### config.mk
export PLATFORM = sky130hd
export DESIGN_NAME = scc_pair_gen
export DESIGN_NICKNAME = d
export VERILOG_FILES = /design/src/rtl/scc_pkg.sv /design/src/rtl/scc_lfsr.sv /design/src/rtl/scc_cmp.sv /design/src/rtl/scc_src_sel.sv /design/src/rtl/scc_pair_gen.sv
export SDC_FILE = /design/constraint.sdc
export NUM_CORES = 1
export LEC_CHECK = 0
export BUFFER_PORTS_ARGS = -buffer_cell sky130_fd_sc_hd__buf_2
export CAP_MARGIN = 5
export CORE_UTILIZATION = 44
export CTS_BUF_LIST = sky130_fd_sc_hd__clkbuf_8 sky130_fd_sc_hd__clkbuf_16
export DETAILED_ROUTE_END_ITERATION = 6
export GPL_TIMING_DRIVEN = 0
export PLACE_DENSITY = 0.69
export SYNTH_ARGS = -nofsm -noshare
export SYNTH_HDL_FRONTEND = slang
export SYNTH_SLANG_ARGS = --single-unit
### constraint.sdc
create_clock -name clk -period 9.94 [get_ports clk]
set_input_delay 1.491 -clock clk [delete_from_list [all_inputs] [get_ports clk]]
set_output_delay 1.491 -clock clk [all_outputs]
set_load 0.005 [all_outputs]
### src/rtl/scc_pkg.sv
package scc_pkg;

   typedef enum logic [1:0] {
      SRC_IND   = 2'b00,
      SRC_POS   = 2'b01,
      SRC_NEG   = 2'b10,
      SRC_SPARE = 2'b11
   } src_sel_e;

   // Feedback masks for left-shifting Fibonacci LFSRs of maximal length.
   function automatic logic [15:0] tap_mask(int unsigned w);
      logic [15:0] m;
      case (w)
         3:       m = 16'h0006;
         4:       m = 16'h000C;
         5:       m = 16'h0014;
         6:       m = 16'h0030;
         7:       m = 16'h0060;
         8:       m = 16'h00B8;
         9:       m = 16'h0110;
         10:      m = 16'h0240;
         11:      m = 16'h0500;
         16:      m = 16'hD008;
         default: m = 16'h0000;
      endcase
      return m;
   endfunction

endpackage

### src/rtl/scc_lfsr.sv
module scc_lfsr #(
   parameter int unsigned     W         = 8,
   parameter logic [W-1:0]    RST_STATE = W'(1)
) (
   input  logic         clk,
   input  logic         rst,
   input  logic         load,
   input  logic         step,
   input  logic [W-1:0] seed,
   output logic [W-1:0] state
);
   localparam logic [W-1:0] MASK = W'(scc_pkg::tap_mask(W));

   generate
      if (MASK == '0) begin : g_bad_width
         $error("scc_lfsr: no feedback mask for this width");
      end
      if (RST_STATE == '0) begin : g_bad_rst
         $error("scc_lfsr: reset state must be nonzero");
      end
   endgenerate

   logic [W-1:0] q;
   logic [W-1:0] load_val;
   logic         fb;

   always_comb begin
      load_val = (seed == '0) ? W'(1) : seed;
      fb       = ^(q & MASK);
   end

   always_ff @(posedge clk) begin
      if (rst) begin
         q <= RST_STATE;
      end else if (load) begin
         q <= load_val;
      end else if (step) begin
         q <= {q[W-2:0], fb};
      end
   end

   assign state = q;

   AST_LFSR_NONZERO: assert property (@(posedge clk) disable iff (rst)
      q != '0);
   AST_LFSR_HOLD: assert property (@(posedge clk) disable iff (rst)
      (!load && !step) |=> $stable(q));

endmodule

### src/rtl/scc_cmp.sv
module scc_cmp #(
   parameter int unsigned W = 8
) (
   input  logic [W-1:0] rnd,
   input  logic [W-1:0] level,
   output logic         bit_o
);
   assign bit_o = (rnd < level);
endmodule

### src/rtl/scc_src_sel.sv
module scc_src_sel #(
   parameter int unsigned W = 8
) (
   input  logic [W-1:0] r_corr,
   input  logic [W-1:0] r_ind,
   input  logic [W-1:0] r_mix,
   input  logic         neg,
   input  logic [W-1:0] mag,
   output logic [W-1:0] rnd_y
);
   import scc_pkg::*;

   localparam logic [W-1:0] MAG_FULL = '1;

   logic     use_corr;
   src_sel_e sel;

   always_comb begin
      if (mag == '0) begin
         use_corr = 1'b0;
      end else if (mag >= MAG_FULL) begin
         use_corr = 1'b1;
      end else begin
         use_corr = (r_mix < mag);
      end
      if (!use_corr) begin
         sel = SRC_IND;
      end else if (neg) begin
         sel = SRC_NEG;
      end else begin
         sel = SRC_POS;
      end
   end

   always_comb begin
      unique case (sel)
         SRC_POS:   rnd_y = r_corr;
         SRC_NEG:   rnd_y = ~r_corr;
         SRC_IND:   rnd_y = r_ind;
         default:   rnd_y = r_ind;
      endcase
   end

   always_comb begin
      if (mag == '0) begin
         AST_ZERO_MAG_INDEP: assert (rnd_y == r_ind);
      end
      if (mag == MAG_FULL && !neg) begin
         AST_FULL_POS_SHARED: assert (rnd_y == r_corr);
      end
      if (mag == MAG_FULL && neg) begin
         AST_FULL_NEG_COMPL: assert ((rnd_y ^ r_corr) == MAG_FULL);
      end
   end

endmodule

### src/rtl/scc_pair_gen.sv
module scc_pair_gen #(
   parameter int unsigned K = 8
) (
   input  logic         clk,
   input  logic         rst,
   input  logic         start,
   input  logic         en,
   input  logic [K-1:0] seed_a,
   input  logic [K-1:0] seed_b,
   input  logic [K-1:0] seed_c,
   input  logic [K-1:0] px,
   input  logic [K-1:0] py,
   input  logic         corr_neg,
   input  logic [K-1:0] corr_mag,
   output logic         x_bit,
   output logic         y_bit,
   output logic         valid
);
   localparam int unsigned NSRC = 3;

   generate
      if (K < 3 || K > 16) begin : g_bad_k
         $error("scc_pair_gen: K out of supported range");
      end
   endgenerate

   logic [K-1:0] seeds [NSRC];
   logic [K-1:0] rnd   [NSRC];
   logic         fire;
   logic [K-1:0] rnd_y;
   logic         x_raw;
   logic         y_raw;
   logic         armed;

   assign seeds[0] = seed_a;
   assign seeds[1] = seed_b;
   assign seeds[2] = seed_c;
   assign fire     = en && !start;

   generate
      for (genvar g = 0; g < NSRC; g++) begin : g_src
         localparam logic [K-1:0] RST_V = K'(g + 1);
         scc_lfsr #(.W(K), .RST_STATE(RST_V)) u_lfsr (
            .clk   (clk),
            .rst   (rst),
            .load  (start),
            .step  (fire),
            .seed  (seeds[g]),
            .state (rnd[g])
         );
      end
   endgenerate

   scc_src_sel #(.W(K)) u_sel (
      .r_corr (rnd[0]),
      .r_ind  (rnd[1]),
      .r_mix  (rnd[2]),
      .neg    (corr_neg),
      .mag    (corr_mag),
      .rnd_y  (rnd_y)
   );

   scc_cmp #(.W(K)) u_cmp_x (.rnd(rnd[0]), .level(px), .bit_o(x_raw));
   scc_cmp #(.W(K)) u_cmp_y (.rnd(rnd_y),  .level(py), .bit_o(y_raw));

   always_ff @(posedge clk) begin
      if (rst) begin
         x_bit <= 1'b0;
         y_bit <= 1'b0;
         valid <= 1'b0;
         armed <= 1'b0;
      end else begin
         armed <= 1'b1;
         valid <= fire;
         if (fire) begin
            x_bit <= x_raw;
            y_bit <= y_raw;
         end
      end
   end

   AST_VALID_TRACKS_EN: assert property (@(posedge clk) disable iff (rst)
      armed |-> (valid == $past(en && !start)));
   AST_HOLD_WHEN_IDLE: assert property (@(posedge clk) disable iff (rst)
      (armed && !$past(en && !start)) |-> ($stable(x_bit) && $stable(y_bit)));
   AST_POS_EQUAL: assert property (@(posedge clk) disable iff (rst)
      (armed && valid && $past(!corr_neg && (&corr_mag) && px == py))
      |-> (x_bit == y_bit));
   AST_NEG_DISJOINT: assert property (@(posedge clk) disable iff (rst)
      (armed && valid && $past(corr_neg && (&corr_mag) &&
         (({1'b0, px} + {1'b0, py}) <= (K+1)'(1 << K))))
      |-> !(x_bit && y_bit));

endmodule

==> impl_metrics.py, run 1 <==
metrics = {
    "route": {
        "wl_um": 5101,
        "drtIter0Drc": 85,
        "vias_per_cell": 5.332,
        "drc": 0,
        "dr_total_vias": 1962,
        "ant_nets": 0,
        "wire_per_inst_um": 13.86,
        "drt_pass1_iterations": 6,
    },
    "logic_synthesis": {
        "synthArstFlopShare_pct": 0,
        "yosysSeqAreaShare_pct": 25.93,
        "ys.flop_type": "dfxtp_1",
        "netlist.area_leader.share_pct": 25.93,
        "synth_area_leaders": "dfxtp_1, ha_1, mux2i_1",
        "yosys.area.top_type": "dfxtp_1",
        "post-synth-top-count-cell": "nor2_1",
        "synth.net_count": 334,
        "synth_cell_types": 33,
        "synth_edf_count": 0,
        "ys_top_cells_by_count": "nor2_1, a21oi_1, dfxtp_1, inv_1",
        "avgSynthCellArea_um2": 8.017,
        "synthCells": 260,
        "synth_seq_cells": 27,
        "synth_area_um2": 2084,
        "yosys_warnings": 0,
    },
    "clock_tree": {
        "cts.sinks": 27,
        "h-tree-depth": 1,
        "cts_tree": "yes",
        "cts_setup_buffers": 0,
        "clockBufferDepth": 2,
        "clk_latency_ns": 0.28,
        "clkTransAtPathRegs_ns": 0.10,
        "cts_root_buf": "clkbuf_8",
        "hold_buffers": 0,
        "post_cts_resized": 0,
        "cts_buffers": 3,
    },
    "final_layout": {
        "syn_to_final_growth_pct": 17.77,
        "fin_nets": 391,
        "stdcell_area_um2": 2455,
        "fillerInstances": 462,
        "drive_gt1_share_pct": 22.78,
        "antenna_cells": 0,
        "final-seq-area_um2": 540.5,
        "multi_input_area_um2": 1394,
        "finalNonFillerCells": 368,
    },
    "sta": {
        "tns_ns": 0,
        "min_period_ns": 4.329,
        "post-route-period-util_pct": 43.56,
        "setup_viol": 0,
        "tightest_slew_ns": 0.5204,
        "skew_ns": 0.005492,
        "finalHoldViolations": 0,
        "fmax_mhz": 231.0,
        "drv_slew": 0,
        "fin_ws_ns": 5.611,
        "rsz0062_at_grt": "false",
        "relSlewSlack_pct": 65.31,
    },
    "place": {
        "pre_cts_ws_ns": 5.284,
        "placed_cell_area_um2": 2410,
        "io_buffers": 52,
        "place_inst": 364,
        "place_hpwl_um": 4089,
        "gp_congestion": 0.7940,
    },
    "hold_path": {
        "hold_path_end": "x_bit",
        "holdCritPathClass": "reg2reg",
        "hp-start": "x_bit",
        "hold_depth": 2,
    },
    "floorplan": {
        "die_x_um": 70.83,
        "dieHeight_um": 70.83,
        "fp-row-count": 24,
        "die_area_um2": 5017,
        "ioPinCount": 56,
        "fp.coreArea_um2": 4444,
        "start_util_pct": 46.90,
    },
    "power": {
        "p_leak_nw": 1.246,
        "p_switching_mw": 0.08739,
        "sw_frac_of_total_pct": 32.07,
        "p_seq_share_pct": 45.5,
        "clkPwrFrac_pct": 24.2,
        "combPwrFrac_pct": 30.3,
        "vdd_drop_max_mv": 0.04411,
        "finalPower_mw": 0.2725,
        "power-per-cell-area_nw_per_um2": 111.0,
        "p_int_mw": 0.1851,
    },
    "setup_path": {
        "r2r-start": "g_src[2].u_lfsr.state[2]",
        "r2r-end": "y_bit",
        "required_ns": 10.15,
        "crit_family": "compound AO/OA/AOI/OAI gates",
        "critPathMaxFanout": 7,
        "r2r_slack_ns": 6.60,
        "crit_chain": "buf_2 -> inv_1 -> ha_1 -> a21o_1 -> a31oi_1 -> o21ai_2 -> a21oi_1 -> o21a_1 -> buf_6 -> mux2_2 -> ha_1 -> or4b_1 -> a31oi_1 -> o21ai_1 -> a31oi_1 -> a31oi_1 -> a211oi_2",
        "slowest_stage": "or4b_1",
        "cp-start-kind": "input port",
        "cpMostUsedCell": "a31oi_1",
        "path_buf_inv": 3,
        "rr_worst_depth": 15,
        "arrival_ns": 4.54,
        "max_stage_delay_ns": 0.53,
        "worstSetupEndpointType": "register",
        "worstSetupPathType": "in2reg",
    },
    "global_route": {
        "grt.overflow.total": 0,
        "grt_usage_pct": 22.28,
        "grt_max_degree": 15,
        "antenna_found_initial": 0,
        "grt_pass1_vias": 1935,
        "grt_pass1_wl_um": 8845,
    },
    "job": {
        "maxCapViolCount": 0,
    },
    "status": {
        "status": "finished clean",
    },
}
placed cells by master, fill, tap and decap left out, types with 2 or more instances in the layout:
cell	count
mux2i_1	21
nand4_1	6
inv_1	23
xor2_1	8
ha_1	21
xnor2_1	9
nand2b_1	5
clkbuf_1	7
nand2_1	7
nor4_1	5
buf_2	55
o21ai_0	7
clkbuf_8	3
a211oi_1	2
a31oi_1	4
nor3_1	3
buf_6	2
o21a_1	3
nor2_1	42
a21o_1	6
dfxtp_1	27
mux2_2	9
and3_1	2
a21oi_1	29
layer usage:
layer / GRT usage, % / share of wire, % / vias up
met5: 0 / 0 / -
met4: 4.444 / 0.94 / 0
met3: 3.134 / 3.3 / 7
met2: 39.32 / 48 / 40
met1: 29.05 / 47 / 900
li1: - / - / 1015
power groups by stage:
stage / clock (mW) / sequential [mW] / combinational (mW)
floorplan: 0 / 0.123 / 0.0581
global placement: 0 / 0.126 / 0.0799
detailed placement: 0 / 0.127 / 0.0823
CTS: 0.0651 / 0.124 / 0.0829
global route: 0.0712 / 0.125 / 0.0945
finish: 0.0660 / 0.124 / 0.0824
flip-flops by register name, indices dropped and copies added, names as in the netlist:
register	count
g_src.u_lfsr.state	24
y_bit	1
x_bit	1
valid	1
cell families (layout without fill, tap and decap cells):
family          count (synthesis)  in the layout  synth area share, %
compound gates                 56             56                15.91
xor+xnor                       17             17                7.143
fa+ha+maj                      21             21                12.60
buf+inv                        35             91                7.203
flops                          27             27                25.93
mux                            30             30                14.95
simple gates                   74             74                16.27
cell type report:
| class | instances | area share (%) |
|---|---|---|
| Clock inverter | 1 | 0.1529 |
| Timing Repair Buffer | 52 | 10.60 |
| Clock buffer | 3 | 1.682 |
| Inverter | 22 | 3.364 |
| Buffer | 13 | 2.752 |
| Sequential cell | 27 | 22.02 |
| Multi-Input combinational cell | 198 | 56.78 |
| Tap cell | 52 | 2.650 |
metrics by stage:
step,hold WS (ns),util (%)
2_1_floorplan,0.4482,-
3_3_place_gp,0.4412,54.22
3_5_place_dp,0.4498,54.22
4_1_cts,0.4640,55.24
5_1_grt,0.5016,55.24
6_report,0.4607,55.24
worst max path at each step:
stage / cells past startpoint / from / slack, ns / end
after global placement: 17 / corr_mag[2] / 5.33 / y_bit
after global routing: 17 / corr_mag[6] / 5.36 / y_bit
after floorplan: 16 / corr_mag[2] / 5.63 / y_bit
after detailed placement: 17 / corr_mag[2] / 5.28 / y_bit
after CTS: 17 / corr_mag[2] / 5.57 / y_bit
final: 17 / corr_mag[2] / 5.61 / y_bit
tightest hold or removal path: cells and delay by family (launching register included):
family	cells	cell delay, ns
flip-flops	1	0.32
AO/OA/AOI/OAI	1	0.05
AND/OR/NAND/NOR	1	0.05
(Power assumes the default switching activity.)
==> inputs of run 2 (changes only) <==
ABC_AREA = 1   (was unset)
PLACE_DENSITY = 0.71   (was 0.69)
clock period = 3.9 ns   (was 9.94 ns; I/O delays follow)
==> run 2 against run 1 <==
The flow now finishes with violations (design-rule violations). Final area fell by 0.46%. Register-to-register slack worse by 5.5 ns. Worst setup slack lost 4.6 ns. Synthesized cell count increased by 20%. Via count increased by 10%. Critical path depth up 4. Combinational power rose to 2.6 times the previous value. Wire length increased by 5.7%. Clock skew is 0.0045 ns lower. Utilization is 0.25 points lower. Largest cell class unchanged.
==> impl_metrics.py, run 2 <==
metrics = {
    "status": {
        "failed_checks": "design-rule violations",
        "status": "complete, but fails checks",
    },
    "logic_synthesis": {
        "post-synth-top-count-cell": "nand2_1",
        "synthArstFlopShare_pct": 0,
        "ys_top_cells_by_count": "nand2_1, inv_1, dfxtp_1, o21ai_0, ha_1",
        "synthCells": 311,
        "synth_seq_cells": 27,
        "yosys.area.top_type": "dfxtp_1",
        "avgSynthCellArea_um2": 6.650,
        "synth_area_um2": 2068,
        "netlist.area_leader.share_pct": 26.13,
        "ys.flop_type": "dfxtp_1",
        "yosys_warnings": 0,
        "synth_edf_count": 0,
        "synth_area_leaders": "dfxtp_1, nand2_1, ha_1",
        "yosysSeqAreaShare_pct": 26.13,
        "synth.net_count": 385,
        "synth_cell_types": 31,
    },
    "hold_path": {
        "holdCritPathClass": "reg2reg",
    },
    "clock_tree": {
        "cts_buffers": 3,
        "hold_buffers": 0,
        "cts_setup_buffers": 0,
        "h-tree-depth": 1,
        "cts.sinks": 27,
        "cts_tree": "yes",
        "clk_latency_ns": 0.27,
        "clkTransAtPathRegs_ns": 0.09,
        "cts_root_buf": "clkbuf_8",
        "post_cts_resized": 0,
        "clockBufferDepth": 2,
    },
    "route": {
        "dr_total_vias": 2160,
        "wire_per_inst_um": 12.84,
        "wl_um": 5391,
        "ant_nets": 0,
        "drc": 8,
        "drtIter0Drc": 179,
        "drt_pass1_iterations": 7,
        "vias_per_cell": 5.143,
    },
    "final_layout": {
        "final_cell_mix": "nand2_1, inv_1, buf_2, dfxtp_1, o21ai_0",
        "antenna_cells": 0,
        "final-seq-area_um2": 540.5,
        "fin_nets": 443,
        "final_common_cell": "nand2_1",
        "largest_register_ffs": 24,
        "syn_to_final_growth_pct": 18.15,
        "fillerInstances": 478,
        "drive_gt1_share_pct": 18.21,
        "multi_input_area_um2": 1234,
    },
    "floorplan": {
        "ioPinCount": 56,
        "start_util_pct": 46.54,
        "die_area_um2": 4979,
        "die_x_um": 70.56,
        "dieHeight_um": 70.56,
        "fp-row-count": 24,
        "fp.coreArea_um2": 4444,
    },
    "sta": {
        "fmax_mhz": 348.4,
        "relSlewSlack_pct": 62.40,
        "post-route-period-util_pct": 73.61,
        "setup_viol": 0,
        "rsz0062_at_grt": "false",
        "min_period_ns": 2.871,
        "drv_slew": 0,
        "tightest_slew_ns": 0.5640,
        "tns_ns": 0,
        "finalHoldViolations": 0,
        "skew_ns": 0.0009940,
    },
    "place": {
        "place_hpwl_um": 4369,
        "io_buffers": 53,
        "gp_congestion": 0.8417,
    },
    "setup_path": {
        "required_ns": 4.11,
        "r2r_slack_ns": 1.12,
        "cp-start-kind": "input port",
        "critPathMaxFanout": 8,
        "worstSetupEndpointType": "register",
        "crit_end": "y_bit",
        "crit_start": "corr_mag[3]",
        "arrival_ns": 3.08,
        "rr_worst_depth": 19,
        "worstSetupPathType": "in2reg",
        "r2r-end": "y_bit",
        "r2r-start": "g_src[2].u_lfsr.state[3]",
    },
    "global_route": {
        "grt_pass1_wl_um": 8942,
        "grt_max_degree": 15,
        "antenna_found_initial": 0,
        "grt_pass1_vias": 1881,
        "grt_usage_pct": 22.76,
        "grt.overflow.total": 0,
    },
    "power": {
        "finalPower_mw": 0.6799,
        "p_leak_nw": 1.371,
        "vdd_drop_max_mv": 0.1577,
        "power-per-cell-area_nw_per_um2": 278.2,
    },
    "job": {
        "maxCapViolCount": 0,
    },
}
[run 2: changes by cell type after synthesis, sizes merged, moves of 9 or more]
cell / delta
nand2: +69
inv: +46
nor2: -26
mux2i: -21
a22oi: +18
o21ai: +13
a21oi: -12
mux2: -9
[run 2: power breakdown]
part,total [mW],internal (mW),leakage [nW],switching [mW]
clock,0.157,0.0706,0.0269,0.0862
sequential,0.311,0.295,0.223,0.0162
combinational,0.212,0.0890,1.12,0.123
total,0.680,0.454,1.37,0.226
[run 2: worst min-delay path by stage]
stage / startpoint / to / slack, ns / depth (start not counted)
after floorplan: x_bit / x_bit / 0.46 / 2
after global placement: x_bit / x_bit / 0.46 / 2
after detailed placement: x_bit / x_bit / 0.46 / 2
after CTS: x_bit / x_bit / 0.48 / 2
after global routing: y_bit / y_bit / 0.51 / 2
final: x_bit / x_bit / 0.48 / 2
[run 2: logic make-up (layout without fill, tap and decap cells)]
group / after synthesis / in the layout / share of synthesized area, %
adders and majority gates: 21 / 21 / 12.70
DFF: 27 / 27 / 26.13
AOI/OAI and AO/OA: 69 / 69 / 21.72
and+or+nand+nor: 108 / 108 / 21.84
xor gates and xnor gates: 8 / 8 / 3.388
buffers and inverters: 78 / 135 / 14.22
[run 2: stage by stage]
stage / instance area (µm²) / setup slack [ns] / std cells / hold WS, ns / utilization, %
finish: 2444 / 1.029 / 420 / 0.4782 / 54.98
global route: 2444 / 0.7808 / 420 / 0.5100 / 54.98
CTS: 2444 / 1.023 / 420 / 0.4796 / 54.98
detailed placement: 2399 / 0.7514 / 416 / 0.4592 / 53.97
global placement: 2399 / 0.8027 / 416 / 0.4597 / 53.97
floorplan: 2068 / 1.217 / 311 / 0.4618 / -
[run 2: layer usage]
layer  global-route usage [%]  share of wire, %
met2                    36.57                47
met3                    4.131               8.3
met1                    32.80                44
met4                    3.111              0.69
met5                        0                 0
[run 2: layout make-up]
type | count | area share [%]
Buffer | 9 | 1.434
Clock buffer | 3 | 1.690
Clock inverter | 1 | 0.1536
Inverter | 69 | 10.60
Multi-Input combinational cell | 206 | 50.49
Sequential cell | 27 | 22.12
Tap cell | 52 | 2.663
Timing Repair Buffer | 53 | 10.86
[run 2: critical path: stages]
cell and delay, ns:
buf_2 0.09, inv_1 0.05, ha_1 0.29, nand2_1 0.07, inv_2 0.04, nand2_1 0.04
nand2_1 0.08, nand2_1 0.06, nand2_1 0.09, nand2_2 0.08, nand2_2 0.15, inv_1 0.09
nand2_1 0.18, nand2_1 0.07, a22oi_1 0.20, ha_1 0.29, a21oi_1 0.15, nor2_1 0.08
a2111oi_4 0.18, nand2_1 0.10, a21oi_2 0.11
